**src/rtl/trc_pkg.sv**
```systemverilog
package trc_pkg;

  localparam int unsigned TRC_DW  = 32;
  localparam int unsigned TRC_NIB = 4;

  // configuration bit positions
  localparam int unsigned CFG_TGT  = 0;
  localparam int unsigned CFG_BYTE = 1;
  localparam int unsigned CFG_WORD = 2;
  localparam int unsigned CFG_LONG = 3;

  // highest addressing-mode code that still shows a jump target
  localparam logic [2:0] EA_LAST_VARIANT = 3'd3;

  typedef enum logic [3:0] {
    PST_IDLE    = 4'h0,
    PST_INSN    = 4'h1,
    PST_BRANCH  = 4'h5,
    PST_MK_BYTE = 4'h8,
    PST_MK_WORD = 4'h9,
    PST_MK_LONG = 4'hB,
    PST_EXC     = 4'hC,
    PST_MK_TGT  = 4'hD,
    PST_HALT    = 4'hF
  } pst_e;

  typedef struct packed {
    pst_e              mark;
    logic [TRC_DW-1:0] word;
  } trc_item_t;

  function automatic logic [3:0] item_nibbles(input pst_e m);
    case (m)
      PST_MK_BYTE: item_nibbles = 4'd2;
      PST_MK_WORD: item_nibbles = 4'd4;
      default:     item_nibbles = 4'd8;
    endcase
  endfunction

endpackage

```
**src/rtl/trc_capture_filter.sv**
```systemverilog
module trc_capture_filter
  import trc_pkg::*;
#(
  parameter int unsigned BOOT_SKIP  = 2,
  parameter int unsigned ALIGN_BITS = 4,
  parameter int unsigned MIN_REGS   = 4,
  parameter int unsigned LEFT_W     = 5
) (
  input  logic                  clk,
  input  logic                  rst_n,
  input  logic                  cap_valid_i,
  input  logic [1:0]            cap_size_i,
  input  logic [TRC_DW-1:0]     cap_data_i,
  input  logic                  cap_movem_i,
  input  logic [ALIGN_BITS-1:0] cap_addr_lo_i,
  input  logic [LEFT_W-1:0]     cap_left_i,
  input  logic                  br_taken_i,
  input  logic                  br_jmp_i,
  input  logic [2:0]            br_ea_i,
  input  logic [TRC_DW-1:0]     br_tgt_i,
  input  logic [3:0]            cfg_i,
  output logic                  push_o,
  output trc_item_t             item_o
);

  localparam int unsigned BW = $clog2(BOOT_SKIP + 1);

  logic [BW-1:0] boot_q, boot_d;
  logic          boot_en, boot_done;
  logic          line_xfer, size_on, op_ok, tgt_ok;
  pst_e          op_mark;

  // counting of the post-reset fetches that are never shown
  always_comb begin
    boot_done = (boot_q == BW'(BOOT_SKIP));
    boot_en   = cap_valid_i && !boot_done;
    boot_d    = boot_q + BW'(1);
  end

  always_ff @(posedge clk or negedge rst_n) begin
    if (!rst_n)       boot_q <= '0;
    else if (boot_en) boot_q <= boot_d;
  end

  always_comb begin
    line_xfer = cap_movem_i && (cap_addr_lo_i == '0) &&
                (cap_left_i >= LEFT_W'(MIN_REGS));
    case (cap_size_i)
      2'd0: begin op_mark = PST_MK_BYTE; size_on = cfg_i[CFG_BYTE]; end
      2'd1: begin op_mark = PST_MK_WORD; size_on = cfg_i[CFG_WORD]; end
      default: begin op_mark = PST_MK_LONG; size_on = cfg_i[CFG_LONG]; end
    endcase
    op_ok  = cap_valid_i && boot_done && !line_xfer && size_on;
    tgt_ok = br_taken_i && cfg_i[CFG_TGT] &&
             (!br_jmp_i || (br_ea_i <= EA_LAST_VARIANT));
    push_o = tgt_ok || op_ok;
    if (tgt_ok) begin
      item_o.mark = PST_MK_TGT;
      item_o.word = br_tgt_i;
    end else begin
      item_o.mark = op_mark;
      item_o.word = cap_data_i;
    end
  end

endmodule

```
**src/rtl/trc_fifo.sv**
```systemverilog
module trc_fifo #(
  parameter int unsigned W     = 36,
  parameter int unsigned DEPTH = 4,
  localparam int unsigned AW   = (DEPTH > 1) ? $clog2(DEPTH) : 1,
  localparam int unsigned CW   = $clog2(DEPTH + 1)
) (
  input  logic          clk,
  input  logic          rst_n,
  input  logic          push_i,
  input  logic [W-1:0]  din_i,
  input  logic          pop_i,
  output logic [W-1:0]  dout_o,
  output logic          empty_o,
  output logic          full_o,
  output logic [CW-1:0] count_o
);

  logic [W-1:0]  mem_q [DEPTH];
  logic [AW-1:0] wr_q, wr_d, rd_q, rd_d;
  logic [CW-1:0] cnt_q, cnt_d;
  logic          wr_en, rd_en;

  always_comb begin
    empty_o = (cnt_q == '0);
    full_o  = (cnt_q == CW'(DEPTH));
    wr_en   = push_i && !full_o;
    rd_en   = pop_i && !empty_o;
    wr_d    = (wr_q == AW'(DEPTH - 1)) ? '0 : wr_q + AW'(1);
    rd_d    = (rd_q == AW'(DEPTH - 1)) ? '0 : rd_q + AW'(1);
    cnt_d   = cnt_q + CW'(wr_en) - CW'(rd_en);
    dout_o  = mem_q[rd_q];
    count_o = cnt_q;
  end

  always_ff @(posedge clk or negedge rst_n) begin
    if (!rst_n) begin
      wr_q  <= '0;
      rd_q  <= '0;
      cnt_q <= '0;
    end else begin
      if (wr_en)          wr_q  <= wr_d;
      if (rd_en)          rd_q  <= rd_d;
      if (wr_en != rd_en) cnt_q <= cnt_d;
    end
  end

  always_ff @(posedge clk) begin
    if (wr_en) mem_q[wr_q] <= din_i;
  end

endmodule

```
**src/rtl/trc_serializer.sv**
```systemverilog
module trc_serializer #(
  parameter int unsigned DW   = 32,
  parameter int unsigned NW   = 4,
  localparam int unsigned CNTW = $clog2(DW / NW + 1)
) (
  input  logic            clk,
  input  logic            rst_n,
  input  logic            load_i,
  input  logic [DW-1:0]   word_i,
  input  logic [CNTW-1:0] nibs_i,
  output logic            ready_o,
  output logic [NW-1:0]   dd_o
);

  logic [DW-1:0]   sh_q, sh_d;
  logic [CNTW-1:0] rem_q, rem_d;
  logic [NW-1:0]   dd_q, dd_d;
  logic            active;

  always_comb begin
    active  = (rem_q != '0);
    ready_o = (rem_q <= CNTW'(1));
    dd_d    = active ? sh_q[NW-1:0] : '0;
    if (load_i) begin
      sh_d  = word_i;
      rem_d = nibs_i;
    end else begin
      sh_d  = sh_q >> NW;
      rem_d = rem_q - CNTW'(1);
    end
  end

  always_ff @(posedge clk or negedge rst_n) begin
    if (!rst_n) begin
      sh_q  <= '0;
      rem_q <= '0;
      dd_q  <= '0;
    end else begin
      if (load_i || active) begin
        sh_q  <= sh_d;
        rem_q <= rem_d;
      end
      dd_q <= dd_d;
    end
  end

  assign dd_o = dd_q;

endmodule

```
**src/rtl/trc_status_enc.sv**
```systemverilog
module trc_status_enc
  import trc_pkg::*;
#(
  parameter int unsigned FIFO_DEPTH = 4,
  parameter int unsigned BOOT_SKIP  = 2,
  parameter int unsigned ALIGN_BITS = 4,
  parameter int unsigned MIN_REGS   = 4,
  parameter int unsigned LEFT_W     = 5
) (
  input  logic                  clk,
  input  logic                  rst_n,
  input  logic                  insn_start_i,
  input  logic                  halt_i,
  input  logic                  exc_i,
  input  logic                  br_taken_i,
  input  logic                  br_jmp_i,
  input  logic [2:0]            br_ea_i,
  input  logic [31:0]           br_tgt_i,
  input  logic                  cap_valid_i,
  input  logic [1:0]            cap_size_i,
  input  logic [31:0]           cap_data_i,
  input  logic                  cap_movem_i,
  input  logic [ALIGN_BITS-1:0] cap_addr_lo_i,
  input  logic [LEFT_W-1:0]     cap_left_i,
  input  logic [3:0]            cfg_i,
  output logic [3:0]            pst_o,
  output logic [3:0]            ddata_o,
  output logic                  stall_o
);

  localparam int unsigned IW   = $bits(trc_item_t);
  localparam int unsigned CW   = $clog2(FIFO_DEPTH + 1);
  localparam int unsigned CNTW = $clog2(TRC_DW / TRC_NIB + 1);

  logic [1:0]    rsync_q;
  logic          rst_int_n;
  logic          push, pop, fifo_empty, fifo_full, ser_ready;
  logic [CW-1:0] fifo_cnt;
  trc_item_t     push_item, head_item;
  logic [IW-1:0] head_bits;
  pst_e          pst_q, pst_d;

  // reset asserted asynchronously, released on the clock
  always_ff @(posedge clk or negedge rst_n) begin
    if (!rst_n) rsync_q <= '0;
    else        rsync_q <= {rsync_q[0], 1'b1};
  end
  assign rst_int_n = rsync_q[1];

  trc_capture_filter #(
    .BOOT_SKIP (BOOT_SKIP),
    .ALIGN_BITS(ALIGN_BITS),
    .MIN_REGS  (MIN_REGS),
    .LEFT_W    (LEFT_W)
  ) u_filter (
    .clk          (clk),
    .rst_n        (rst_int_n),
    .cap_valid_i  (cap_valid_i),
    .cap_size_i   (cap_size_i),
    .cap_data_i   (cap_data_i),
    .cap_movem_i  (cap_movem_i),
    .cap_addr_lo_i(cap_addr_lo_i),
    .cap_left_i   (cap_left_i),
    .br_taken_i   (br_taken_i),
    .br_jmp_i     (br_jmp_i),
    .br_ea_i      (br_ea_i),
    .br_tgt_i     (br_tgt_i),
    .cfg_i        (cfg_i),
    .push_o       (push),
    .item_o       (push_item)
  );

  trc_fifo #(
    .W    (IW),
    .DEPTH(FIFO_DEPTH)
  ) u_fifo (
    .clk    (clk),
    .rst_n  (rst_int_n),
    .push_i (push),
    .din_i  (push_item),
    .pop_i  (pop),
    .dout_o (head_bits),
    .empty_o(fifo_empty),
    .full_o (fifo_full),
    .count_o(fifo_cnt)
  );

  assign head_item = trc_item_t'(head_bits);

  trc_serializer #(
    .DW(TRC_DW),
    .NW(TRC_NIB)
  ) u_ser (
    .clk    (clk),
    .rst_n  (rst_int_n),
    .load_i (pop),
    .word_i (head_item.word),
    .nibs_i (CNTW'(item_nibbles(head_item.mark))),
    .ready_o(ser_ready),
    .dd_o   (ddata_o)
  );

  // status priority: halt, branch, instruction, marker, exception, idle
  always_comb begin
    pop = !fifo_empty && ser_ready && !halt_i && !br_taken_i && !insn_start_i;
    if (halt_i)            pst_d = PST_HALT;
    else if (br_taken_i)   pst_d = PST_BRANCH;
    else if (insn_start_i) pst_d = PST_INSN;
    else if (pop)          pst_d = head_item.mark;
    else if (exc_i)        pst_d = PST_EXC;
    else                   pst_d = PST_IDLE;
  end

  always_ff @(posedge clk or negedge rst_n) begin
    if (!rst_n) pst_q <= PST_IDLE;
    else        pst_q <= pst_d;
  end

  assign pst_o   = pst_q;
  assign stall_o = fifo_full;

endmodule

```
**config.mk**
```make
export PLATFORM = sky130hd
export DESIGN_NAME = trc_status_enc
export DESIGN_NICKNAME = d
export VERILOG_FILES = /design/src/rtl/trc_pkg.sv /design/src/rtl/trc_capture_filter.sv /design/src/rtl/trc_fifo.sv /design/src/rtl/trc_serializer.sv /design/src/rtl/trc_status_enc.sv
export SDC_FILE = /design/constraint.sdc
export NUM_CORES = 1
export LEC_CHECK = 0
export BUFFER_PORTS_ARGS = -buffer_cell sky130_fd_sc_hd__buf_4
export CAP_MARGIN = 20
export CORE_AREA = 5 5 102 151
export DETAILED_ROUTE_END_ITERATION = 8
export DIE_AREA = 0 0 107 156
export MAX_ROUTING_LAYER = met4
export PLACE_DENSITY = 0.8
export RECOVER_POWER = 50
export SLEW_MARGIN = 15
export SYNTH_ARGS = -nofsm -noshare
export SYNTH_HDL_FRONTEND = slang
export SYNTH_SLANG_ARGS = --single-unit
```
**constraint.sdc**
```tcl
create_clock -name clk -period 3.9 [get_ports clk]
set_input_delay 0 -clock clk [delete_from_list [all_inputs] [get_ports clk]]
set_output_delay 0 -clock clk [all_outputs]
set_load 0.02 [all_outputs]
```
# After elaboration in Yosys (flattened, before gate mapping)
# Memory sizes are Yosys's and may differ from the RTL's.
# Index checks and enable logic that the tools add are counted.
# op_classes
add_sub_neg	6
order_cmp	3
n_eq_ne	8
muxes	16
n_reduce_logical	29
# ops
op	count
$mux W35	1
$mux W32	1
$mux W4	7
$logic_and A1 B1 Y1	14
$eq A4 B4 Y1 const B	2
$logic_not A1 Y1	8
$pmux W4 S2	1
$add A2 B1 Y2 const B	3
$eq A2 B2 Y1 const B	3
$ge A5 B3 Y1 const B	1
$le A4 B1 Y1 const B	1
$logic_not A4 Y1	1
$mux W2	2
$pmux W2 S2	1
$reduce_bool A4 Y1	1
$sub A4 B1 Y4 const B	1
$add A3 B1 Y3	1
$eq A3 B3 Y1 const B	1
$le A3 B2 Y1 const B	1
$logic_not A3 Y1	1
$logic_or A1 B1 Y1	3
$sub A3 B1 Y3	1
$eq A2 B1 Y1 const B	1
$logic_not A2 Y1	1
other kinds (3)	4
# word_totals
register_bits	55
mem_bits_rw	140
inputBits	91
output_inout_bits	9
elab_cells	72
memories	1
# memory_table
memory	words	width	rd	rd_clocked_by_memory_dff	wr	line_no	source
u_fifo.mem_q	4	35	1	0	1	trc_fifo.sv:18	logic [W-1:0] mem_q [DEPTH];

# Depth between registers and ports, before layout
# logic_depth
depth_word	10
mapped_depth	13
ltp_nobuf	12

# Hierarchy
# A second synthesis with hierarchy kept.
# unflattened
hier_cells	516
hier_area_um2	8531.9
# modules_own_cells
mod	n_inst	cells_per_inst	area_each_um2	seq_area_each_um2
trc_fifo	1	229	5671.7	4499.3
trc_serializer	1	205	1916.8	1001.0
trc_capture_filter	1	58	689.4	50.0
trc_status_enc	1	24	254.0	150.1

# Worst setup path before layout
# No wires, ideal clock.
# synth_path
path_type	reg-to-reg
from	register u_ser.rem_q[0]
to	register u_fifo.cnt_q[2], in the netlist u_fifo.count_o[2]
setup_ns	0.122
arrival_ns	2.542
required_time_ns	3.778
setup_slack_ns	1.236
stages_incl_launch_ff	14
path_buffers	1
period_less_slack_ns	2.664
path_cell_list	dfrtp_1 inv_1 ha_1 o2111ai_2 inv_2 buf_2 ha_1 inv_1 ha_1 inv_1 fa_1 inv_1 nand3_1 a32o_1
# synth_between
elab_chain_len	7
elab_cells_between_ends	8
classes_between	add/sub (1); order compare (1); eq/ne (1); reduce/logical (5)
# synth_lines
item	line_no	source
from (decl)	trc_serializer.sv:16	logic [CNTW-1:0] rem_q, rem_d;
from (signal assigned)	trc_serializer.sv:41	rem_q <= rem_d;
$le A4 B1 Y1 (*)	trc_serializer.sv:22	ready_o = (rem_q <= CNTW'(1));
$logic_and A1 B1 Y1 (*) (4 in a row)	trc_status_enc.sv:105	pop = !fifo_empty && ser_ready && !halt_i && !br_taken_i && !insn_start_i;
$logic_and A1 B1 Y1 (*)	trc_fifo.sv:27	rd_en = pop_i && !empty_o;
net u_fifo.rd_en	trc_fifo.sv:21	logic wr_en, rd_en;
$sub A3 B1 Y3 / $ne A1 B1 Y1 (equally long branches)	trc_fifo.sv:30, trc_fifo.sv:43	
to (signal assigned)	trc_fifo.sv:43	if (wr_en != rd_en) cnt_q <= cnt_d;
to (decl)	trc_fifo.sv:20	logic [CW-1:0] cnt_q, cnt_d;
# The timed path passes the listed nets; every way through them passes the cells marked *.
# A chain may end at the register's enable or synchronous reset.

# Worst setup path in the final report
# layout_path
from	register u_ser.rem_q[0]
to	register u_fifo.cnt_q[2], in the netlist u_fifo.count_o[2]
# layout_between
elab_chain_len	7
elab_cells_between_ends	8
classes_between	add/sub (1); order compare (1); eq/ne (1); reduce/logical (5)
# layout_lines
item	line_no
$le A4 B1 Y1 (*)	trc_serializer.sv:22
$logic_and A1 B1 Y1 (*) (4 in a row)	trc_status_enc.sv:105
$logic_and A1 B1 Y1 (*)	trc_fifo.sv:27
$sub A3 B1 Y3 / $ne A1 B1 Y1 (equally long branches)	trc_fifo.sv:30, trc_fifo.sv:43
# Every way passes the cells marked *; elsewhere a longest branch is shown, timed or not.

==> results by stage <==
Yosys:
- The post-synthesis cell count is 548.
- The count of yosys warnings during synthesis is 0.
- A synthesized cell averages ~15 um2.
- Counting every net in the synthesized netlist gives 651.
- For this run, asynchronously set or reset flops after synthesis account for 0.2821.
- The synthesized netlist occupies a cell area of 0.008143 mm2.
- The area share of the leading cell type in the synthesized netlist is 0.5163.
- The synthesized design contains 195 register bits.
- The sequential cell area fraction in the yosys report is 0.6853.
- Yosys mapped a number of flops with a built-in enable equal to 140.
- In the post-synthesis netlist, the biggest area contributors are edfxtp_1 (52%), dfrtp_1 (17%), mux4_2 (9.7%).
- After synthesis, the netlist uses 42 different library cells.
- The leading register cell type out of synthesis is edfxtp_1.
- The cell type with the highest aggregate area in the netlist is edfxtp_1.

CTS:
- Counting along the longest clock path gives a buffer depth of 2.
- Buffers added to address setup during post-CTS repair amount to 0.
- The H-tree generated during clock tree synthesis spans 4 levels.
- Clock latency on the worst-skew pair, taken at its later pin, is 0.43 ns.
- The clock-pin slew of the registers on the worst-case setup and hold paths is 0.07 ns.
- In this run, post-CTS repair resized a total of 0 instances.
- The cell sitting at the root of the clock tree is a clkbuf_16.
- The number of sinks handled by clock tree synthesis is between 150 and 200.
- Counting the buffers created by CTS gives 17.
- The TritonCTS clock tree is yes.

Global route:
- The first global-routing pass estimated 27.15 mm of wire.
- The number of antenna violations at the first check in global routing was 0.
- The pin count of the biggest net entering global routing is 70.
- In the global route stage, overall resource usage came out at 0.2205.
- For this run the aggregate overflow at the end of global routing stands at 0.
- The number of global-route vias before repair is 5541.

Detailed routing:
- The post-detailed-route via-to-cell ratio is 5.558.
- After detailed routing, the average wire length per cell comes to 18.44 um.
- For this block, the via count after detailed routing is 4980.
- The post-route antenna net violation count is 0.
- In the routed design, unresolved DRC markers number 0.
- For this block, the initial DRC count from the detailed router was just under 300.
- Before antenna repair, the detailed router went through 5 iterations.
- The total length of routed wires is 16.52 mm.

Floorplanning:
- The core region is ~0.014 mm2.
- The die extent in x is 107 um.
- In this run the core area contains 53 standard-cell rows.
- For this configuration, the core starts out at a cell density of 0.5847.
- The area of the die is 0.01669 mm2.
- In this run the count of I/O pins placed on the die edge is 100.
- The floorplan step set the die height to about 160 um.

Critical path:
- The cell with the largest stage delay on the worst path is inv_1.
- The longest individual stage delay on the worst path is 0.49 ns.
- The element type at the critical path end is a register.
- By instance count, the cell type seen most on the critical path is inv_1.
- The worst setup path is launched from a register.
- The number of buffers and inverters on the critical path is 5.
- The setup path with the least slack is of type reg -> reg.
- Data arrives at the worst endpoint at ~3.3 ns.
- The dominant delay contributor by cell family on the critical path is adder cells.
- Along the worst path, the maximum fanout reaches 14.
- Across all register-to-register paths, the minimum setup slack is 0.89 ns.
- At the worst endpoint, the required time is roughly 4.2 ns.
- Traced cell by cell, the critical path runs through inv_1 -> ha_1 -> o2111ai_4 -> inv_1 -> ha_1 -> inv_1 -> ha_1 -> inv_1 -> fa_1 -> inv_1 -> nand3_1 -> a32o_1.

Run:
- Max-cap violations in this run came to 1.

STA:
- Setup repair after global routing left no endpoint under its margin.
- The number of failing hold endpoints at the final stage is 0.
- The summed negative setup slack over all endpoints is 0 ns.
- The transition at the pin with the smallest max-transition slack is 2.087 ns.
- The share of the clock period used by the worst path is 0.7712.
- For this run, the top clock speed supported by timing is around 0.33 GHz.
- The worst slew slack as a fraction of its limit is -0.3915.
- The number of max-slew violations in the final report is 41.
- The worst hold slack is 0.3444 ns.
- The time the worst path needs with I/O delays and setup is between 3 and 4 ns.
- Between clock sinks in the finished design, the worst skew comes to 0.01304 ns.
- Setup violations remaining at the end of the flow were counted as 0.

Placed design:
- At the end of routability-driven placement, the weighted congestion stood at 0.7603.
- The number of port buffers is between 90 and 100.
- After legalization and detailed placement, the total HPWL measured slightly below 10 mm.

Pwr:
- The part of the total power dissipated in the clock network is 0.279.
- IR analysis of the VDD net gives a maximum drop of 307.2 uV.
- For this design the static power due to leakage is 4.035 nW.
- Of the total power, the share spent switching nets is 0.2890.
- The net load switching power is roughly 0.0017 W.
- The sequential share of power is 0.472.
- Dividing total power by cell area gives a power density of 583.9 mW/mm2.
- The share of total power in combinational logic is 0.249.
- The internal power summed over all cells is 0.004266 W.

Layout:
- In the layout the commonest cells are edfxtp_1 (140), nand2_1 (113), buf_4 (88).
- From synthesis to final layout, the design area changed by 26.20%.
- The number of antenna diodes in the final layout is 0.
- After filler insertion, the fill cell instance count of the layout stands at roughly 880.
- The share of the core filled with cells in the final layout is 0.7379.
- Of the cells placed in the final design, the portion with a size suffix greater than 1 is 0.2230.
- The commonest non-fill, non-tap cell in the layout is edfxtp_1.
- The number of nets in the finished design is approximately 820.

Hold path:
- The path class of the tightest hold or removal check is in -> reg.

Outcome:
- The run finished, with violations left.
- The final reports fail on max-capacitance violations, max-slew violations.
==> cell type report <==
cell class	instances	area [um2]	area share
clock buffer	17	425.4	0.04140
clock inverter	15	142.6	0.01388
inverter	12	45.04	0.004383
multi-input combinational	313	2389	0.2324
sequential	195	5580	0.5430
tap	165	206.4	0.02009
timing repair buffer	179	1488	0.1448
==> sequential cells by signal, summed over array words and instances, names as in the netlist <==
register         count
u_fifo.mem_q       140
u_ser.sh_q          32
pst_o                4
u_ser.dd_o           4
u_ser.rem_q          4
u_fifo.count_o       3
rsync_q              2
u_fifo.rd_q          2
u_fifo.wr_q          2
u_filter.boot_q      2
==> path summary, 6_finish.rpt <==
kind / startpoint / to / cells past startpoint
worst max-delay path: u_ser.rem_q[0] / u_fifo.count_o[2] / 12
worst min-delay path: halt_i / pst_o[1] / 3
worst max register to register: u_ser.rem_q[0] / u_fifo.count_o[2] / 12
worst min register to register: rsync_q[0] / rsync_q[1] / 0
max in group asynchronous: rsync_q[1] / u_ser.rem_q[1] / 1
min in group asynchronous: rsync_q[1] / u_ser.sh_q[1] / 0
==> worst min-delay path, cell delays in order <==
cell and delay, ns:
dlygate4sd3_1 0.53, buf_4 0.12, a21o_1 0.08
==> metrics by stage <==
step                      std cells  power [W]  worst slack [ns]  cell area, um2
after floorplan                 548   0.003911             1.236            8143
after global placement          787   0.004244             1.255            8997
after detailed placement        787   0.004342             1.135            8997
after CTS                       896   0.006097             1.120           10340
after global routing            896   0.006314            0.6923           10280
final                           896   0.006000            0.8922           10280
==> power groups by stage <==
stage	Combinational, W	Clock (W)	Sequential, W
after floorplan	0.00112	0	0.00280
after global placement	0.00139	0	0.00285
after global routing	0.00165	0.00178	0.00288
after detailed placement	0.00146	0	0.00288
after CTS	0.00156	0.00170	0.00284
final	0.00149	0.00167	0.00283
==> what timing repair did <==
action / in CTS / in global routing
hold buffers: 77 / 0
hold endpoints to repair: 148 / 0
endpoints found under the setup margin: 0 / 0
==> routing by layer <==
| layer | part of all wire | global-route usage |
|---|---|---|
| met1 | 0.36 | 0.2365 |
| met2 | 0.59 | 0.4030 |
| met3 | 0.039 | 0.03851 |
| met4 | 0.017 | 0.08470 |
| met5 | 0 | - |
==> kinds of logic (layout without fill, tap and decap cells) <==
logic type,Yosys count,in the layout,share of synthesized area
xor gates and xnor gates,6,6,0.008759
buffers and inverters,40,223,0.02228
and+or+nand+nor,180,180,0.09143
adders and majority gates,12,12,0.01936
AOI/OAI and AO/OA,47,47,0.03503
DFF,195,195,0.6853
other,1,1,0.0004605
muxes,67,67,0.1374
==> Yosys cell counts (7+ instances only) <==
cell      count
inv_1        10
nand2_1     113
mux4_2       35
a21oi_1      31
mux2i_1      30
ha_1         11
clkbuf_1     12
buf_2        13
nand3_1       7
edfxtp_1    140
dfrtp_1      55
nor2_1       36
Note: power is estimated with default switching activity, not from simulation.
